File: config.mk
export PLATFORM = sky130hd
export DESIGN_NAME = pause_flow_ctrl
export DESIGN_NICKNAME = d
export VERILOG_FILES = /design/src/rtl/pause_flow_ctrl.sv
export SDC_FILE = /design/constraint.sdc
export NUM_CORES = 1
export LEC_CHECK = 0
export BUFFER_PORTS_ARGS = -buffer_cell sky130_fd_sc_hd__buf_2
export CAP_MARGIN = 20
export CORE_ASPECT_RATIO = 1.25
export CORE_UTILIZATION = 30
export CTS_CLUSTER_DIAMETER = 30
export DETAILED_ROUTE_END_ITERATION = 6
export SLEW_MARGIN = 20
export SYNTH_ARGS = -nofsm -noshare
export SYNTH_HDL_FRONTEND = slang
export SYNTH_SLANG_ARGS = --single-unit
export TNS_END_PERCENT = 100
File: constraint.sdc
create_clock -name clk -period 4.3 [get_ports clk]
set_input_delay 1.29 -clock clk [delete_from_list [all_inputs] [get_ports clk]]
set_output_delay 1.29 -clock clk [all_outputs]
set_load 0.02 [all_outputs]
File: src/rtl/pause_flow_ctrl.sv
module pause_flow_ctrl #(
  parameter int QW = 16,
  parameter int AW = 48,
  parameter logic [AW-1:0] PAUSE_DA = 48'h0180C2000001,
  parameter logic [15:0] CTRL_TYPE = 16'h8808,
  parameter logic [15:0] PAUSE_OP = 16'h0001
) (
  input  logic          clk,
  input  logic          rst_n,
  input  logic          full_duplex,
  input  logic          tx_fc_en,
  input  logic          rx_fc_en,
  input  logic          uni_pause_en,
  input  logic          zq_disable,
  input  logic [1:0]    thr_code,
  input  logic [QW-1:0] pause_time,
  input  logic [AW-1:0] station_addr,
  input  logic          sw_init,
  output logic          busy,
  input  logic          fifo_fc_req,
  input  logic          slot_tick,
  output logic          send_req,
  output logic [QW-1:0] send_quanta,
  input  logic          send_done,
  input  logic          rx_valid,
  input  logic [AW-1:0] rx_da,
  input  logic [15:0]   rx_type,
  input  logic [15:0]   rx_opcode,
  input  logic [QW-1:0] rx_quanta,
  output logic          tx_paused
);

  logic          fifo_q;
  logic          pend_v;
  logic [QW-1:0] pend_q;
  logic [QW-1:0] rcnt;
  logic [QW-1:0] pcnt;
  logic [QW:0]   off;

  always_comb begin
    case (thr_code)
      2'd0:    off = (QW+1)'(4);
      2'd1:    off = (QW+1)'(28);
      2'd2:    off = (QW+1)'(144);
      default: off = (QW+1)'(256);
    endcase
  end

  wire          en       = tx_fc_en & full_duplex;
  wire          fc_rise  = fifo_fc_req & ~fifo_q;
  wire          fc_fall  = ~fifo_fc_req & fifo_q;
  wire          resend   = slot_tick & (rcnt == QW'(1)) & fifo_fc_req;
  wire          sw_go    = sw_init & en;
  wire          pt_go    = sw_go | ((fc_rise | resend) & en);
  wire          zq_go    = fc_fall & en & ~zq_disable;
  wire          ins      = pt_go | zq_go;
  wire [QW-1:0] ins_q    = pt_go ? pause_time : '0;
  wire          done_hit = send_req & send_done;
  wire          launch   = ~send_req & pend_v;
  wire          pend_nxt = ins | (pend_v & ~launch);
  wire [QW:0]   pt_ext   = {1'b0, pause_time};
  wire          arm      = done_hit & (send_quanta != '0) & fifo_fc_req & (pt_ext > off);
  wire [QW:0]   reload   = pt_ext - off;

  wire da_ok  = (rx_da == PAUSE_DA) | (uni_pause_en & (rx_da == station_addr));
  wire rx_hit = rx_valid & full_duplex & rx_fc_en & (rx_type == CTRL_TYPE) &
                (rx_opcode == PAUSE_OP) & da_ok;

  always_ff @(posedge clk) begin
    if (!rst_n) begin
      fifo_q      <= 1'b0;
      pend_v      <= 1'b0;
      pend_q      <= '0;
      send_req    <= 1'b0;
      send_quanta <= '0;
      busy        <= 1'b0;
      rcnt        <= '0;
    end else begin
      fifo_q <= fifo_fc_req;
      pend_v <= pend_nxt;
      if (ins) pend_q <= ins_q;
      if (launch) begin
        send_req    <= 1'b1;
        send_quanta <= pend_q;
      end else if (done_hit) begin
        send_req <= 1'b0;
      end
      if (sw_go) busy <= 1'b1;
      else if (done_hit && !pend_nxt) busy <= 1'b0;
      if (fc_fall) rcnt <= '0;
      else if (arm) rcnt <= reload[QW-1:0];
      else if (done_hit) rcnt <= '0;
      else if (slot_tick && rcnt != '0) rcnt <= rcnt - QW'(1);
    end
  end

  always_ff @(posedge clk) begin
    if (!rst_n) pcnt <= '0;
    else if (rx_hit) pcnt <= rx_quanta;
    else if (slot_tick && pcnt != '0) pcnt <= pcnt - QW'(1);
  end

  assign tx_paused = (pcnt != '0);

endmodule


======== After elaboration in Yosys (flattened, before gate mapping) ========
Cells that the tools add are included.
storage, ports and cells
  bits in writable memories ............... 0
  word-level logic and storage cells ...... 75
  bits of input ports ..................... 174
  register bits ........................... 68
  latch bits .............................. 0
  memories ................................ 0
  bits in read-only memories .............. 0
  output and inout bits ................... 19
operators by class
  $mul .................................... 0
  bitwise logic cells ..................... 32
  equality and inequality tests ........... 7
  shift-type cells ........................ 0
  divide/modulo/power cells ............... 0
  order comparisons ....................... 1
  mux-type cells .......................... 11
  reductions and logical operators ........ 13
  add/subtract/negate cells ............... 3
operators by type and width
  cell                     count
  $mux W16                 6
  $eq A48 B41 Y1 const B   1
  $eq A48 B48 Y1           1
  $reduce_bool A16 Y1      3
  $eq A16 B1 Y1 const B    2
  $sub A16 B1 Y16 const B  2
  $pmux W9 S3              1
  $and A1 B1 Y1            21
  $gt A16 B17 Y1           1
  $eq A16 B16 Y1 const B   1
  $sub A16 B16 Y16         1
  $not A1 Y1               6
  $reduce_bool A2 Y1       3
  $or A1 B1 Y1             5
  $mux W1                  4
  $logic_and A1 B1 Y1      3
  $reduce_bool A3 Y1       1
  $eq A2 B1 Y1 const B     1
  $eq A2 B2 Y1 const B     1
  $logic_not A2 Y1         1
  $reduce_or A2 Y1         1
  $logic_not A1 Y1         1

======== Depth between registers and ports, before layout ========
  word-level depth ........................ 12
  gate-level depth with buffers ........... 12
  gate-level depth less buffers ........... 12

======== Worst setup path before layout ========
No wires, ideal clock.
  path type ............................... input port to flip-flop
  from .................................... input port thr_code[1]
  to ...................................... register rcnt[14]
  path buffers ............................ 1
  data required time ...................... 4.214 ns
  setup time .............................. 0.086 ns
  arrival ................................. 3.282 ns
  path slack .............................. 0.932 ns
  stages on the path ...................... 11
  path through ............................ inv_1 > ha_1 > inv_1 > ha_1 > nand2_1 > o21bai_1 > a31oi_1 > a211o_1 > clkbuf_1 > nand3_1 > a211oi_1
on the way
  cells in the longest elaborated chain, start to end .. 5
  elaborated cells on any way between the ends .. 9
  those cells by class .................... add/sub (1); order compare (1); eq/ne (2); mux (2); bitwise (1); reduce/logical (2)
ends and longest elaborated chain
  element                                                   RTL line  text
  start, declared                                           15        input logic [1:0] thr_code,
  $eq A2 B2 Y1 (tied with other cells)                      41        case (thr_code)
  $pmux W9 S3 *                                             41
  $gt A16 B17 Y1                                            62        wire arm = done_hit & (send_quanta != '0) & fifo_fc_req & (pt_ext > off);
  $and A1 B1 Y1                                             62
  $reduce_bool A3 Y1 (no line) or $mux W16 (tied branches)  n/a
  end signal, assigned                                      91        else if (arm) rcnt <= reload[QW-1:0];
  end signal, assigned                                      93        else if (slot_tick && rcnt != '0) rcnt <= rcnt - QW'(1);
  end, declared                                             36        logic [QW-1:0] rcnt;
Mark *: on every way between the ends. The rest lies on a longest branch, timed or not.
A chain may end at the register's enable or synchronous reset.

======== Final worst setup path ========
  from .................................... register pcnt[0]
  to ...................................... output port tx_paused
on the way
  cells in the longest elaborated chain, start to end .. 1
ends and longest elaborated chain
  element                 RTL line  text
  start, declared         37        logic [QW-1:0] pcnt;
  start signal, assigned  99        else if (rx_hit) pcnt <= rx_quanta;
  start signal, assigned  100       else if (slot_tick && pcnt != '0) pcnt <= pcnt - QW'(1);
  $reduce_bool A16 Y1     103       assign tx_paused = (pcnt != '0);
  end, declared           30        output logic tx_paused
No other way between the ends.

==> flow_summary.ini <==
[global_routing]
grt_pass1_wl_um = 26400
track_usage_pct = 21.8
grt_pass1_vias = 5115
overflow = 0
grt_max_degree = 24
antenna_found_initial = 0

[timing]
hold_viol_final = 0
max_freq_ghz = 0.285
slew_headroom_pct = 53.2
finalSetupViolCount = 0
fin_ws_ps = 792
tightest_slew_ps = 699
period_minus_slack_ps = 3510
tns_ps = 0
drv_slew = 0
rsz0062_at_grt = no
period_share_pct = 81.6
clock_skew_ps = 6.69

[detailed_routing]
vias = 5241
wl_per_cell_um = 18.3
vias_per_cell = 5.42
drt_iter0_drc = 357
wl_um = 17700
drc = 0
drt_first_pass_iters = 5
detail-route-antenna-nets = 0

[clocking]
htreeDepth = 3
cts_made_buffers = 9
clkTransAtPathRegs_ps = 60
clockRootBuffer = clkbuf_16
insertion_delay_ps = 340
ctsResizeCount = 0
cts_tree = yes
hold_buffers = 0
cts_sinks = 68
clockBufferDepth = 2
cts_setup_buffers = 0

[yosys]
netlist-cell-type-count = 65
synth_edf_count = 0
synth_top_area_cell = dfxtp_1
ys_top_cells_by_area = dfxtp_1 29%, xor2_1 9.9%, nor4_1 5.7%
yosys_warnings = 0
synth_cells = 578
avgSynthCellArea_um2 = 8.15
synth_ff_type = dfxtp_1
syn-num-nets = 767
synth_top_area_share_pct = 28.9
synth-seq-area-share_pct = 28.9
ys_ff_latch = 68
syn_area_mm2 = 0.00471
synthArstFlopShare_pct = 0

[cells_and_area]
nets = 943
antenna_cells = 0
drive_above_1_share_pct = 29.6
areaGrowthSynthToFinish_pct = 29.6
final_cell_mix = 192 x buf_2, 68 x dfxtp_1, 54 x nand2_1, 53 x xor2_1, 43 x nor4_1
finish.utilization_pct = 40.3
fill_cells = 1611
stdcell_count = 967
layout_commonest_cell = buf_2

[pwr]
static-leakage-power_nw = 2.50
p_total_mw = 2.99
power_density_mw_per_mm2 = 489
ir_worst_vdd_mv = 0.179

[place]
port-buffer-count = 192
place_hpwl_um = 14600
dp.cells = 951
routabilityCongestion = 0.919
preCtsSetupSlack_ps = 534

[floorplanning]
core_area_mm2 = 0.0151
top_level_ports = 193
rows = 50
die_x_um = 114
dieArea_mm2 = 0.0162
initial_core_util_pct = 31.1
dieHeight_um = 142

[flow_run]
maxCapViolations = 0

[worst_setup_path]
critPathLaunchType = flop
crit_family = simple AND/OR/NAND/NOR gates
slowest_stage = nor3b_1
worst-path-buf-inv = 3
cp-end-kind = primary output
cp_max_fo = 6
path_common_cell = inv_1
required_ps = 3010
slowest_delay_ps = 480
cp.arrival_ps = 2220
crit_type = reg -> out
crit_chain = inv_1, ha_1, nor3b_1, and3_1, and2_1, inv_1, buf_2

[run_status]
status = finished, final reports clean

[min_path]
worstHoldPathType = reg -> reg
==> worst min-delay path, stage by stage (launching register included) <==
cell	delay, ps
dfxtp_1	310
nand2_1	50
a21oi_1	50
==> synth_stat cells (10+ instances only) <==
master,n
dfxtp_1,68
nand2_1,54
xor2_1,53
nor4_1,43
a211oi_1,33
nor2_1,31
a21oi_1,29
nor3_1,20
clkbuf_1,18
inv_1,18
nand3_1,18
xnor2_1,16
a22o_1,14
ha_1,14
nand4_1,13
nor4b_1,11
a31oi_1,10
o21ai_0,10
==> power breakdown <==
part           internal [mW]  leakage, nW  switching, mW
Sequential             0.747        0.554          0.118
Combinational          0.573         1.79          0.771
Clock                  0.459        0.149          0.318
Total                   1.78         2.50           1.21
==> routing by layer <==
layer / part of all wire [%] / GRT usage, % / wire (µm)
met5: 0 / 0 / 0
met4: 4.5 / 11.7 / 803
met3: 6.3 / 4.17 / 1120
met2: 49 / 38.1 / 8730
met1: 40 / 25.0 / 7070
==> through the flow <==
step                      cell area [µm²]  hold WS (ps)
after floorplan                      4710           432
after global placement               5790           443
after detailed placement             5790           444
after CTS                            6100           455
after global routing                 6110           478
final                                6110           451
==> path summary, 6_finish.rpt <==
check,startpoint,end,slack (ps),cells past startpoint
setup reg to reg,rcnt[8]$_SDFFE_PP0P_,rcnt[7]$_SDFFE_PP0P_,1590,5
setup / recovery,pcnt[0]$_SDFFE_PN0P_,tx_paused,790,7
hold reg to reg,pend_q[4]$_SDFFE_PN0P_,send_quanta[4]$_SDFFE_PN0P_,450,2
hold / removal,pend_q[4]$_SDFFE_PN0P_,send_quanta[4]$_SDFFE_PN0P_,450,2
==> cell families (layout without fill, tap and decap cells) <==
logic type / count (synthesis) / in the layout / share of synthesized area [%]
simple gates: 242 / 242 / 28.3
compound gates: 132 / 132 / 20.2
xor+xnor: 69 / 69 / 12.8
flops: 68 / 68 / 28.9
buf+inv: 47 / 228 / 4.57
fa+ha+maj: 15 / 15 / 4.14
mux: 5 / 5 / 1.09
==> final cells by class <==
class                           count  area (µm²)  area share, %
Clock buffer                        9         225           3.69
Sequential cell                    68        1360           22.3
Tap cell                          208         260           4.26
Inverter                           19        71.3           1.17
Timing Repair Buffer              193         968           15.9
Multi-Input combinational cell    463        3140           51.4
Clock inverter                      7        83.8           1.37
==> flip-flops by register name, summed over array words and instances (netlist names) <==
register     flops
pcnt            16
busy             1
pend_v           1
send_req         1
rcnt            16
fifo_q           1
send_quanta     16
pend_q          16
Power figures use the tool's default switching activity.
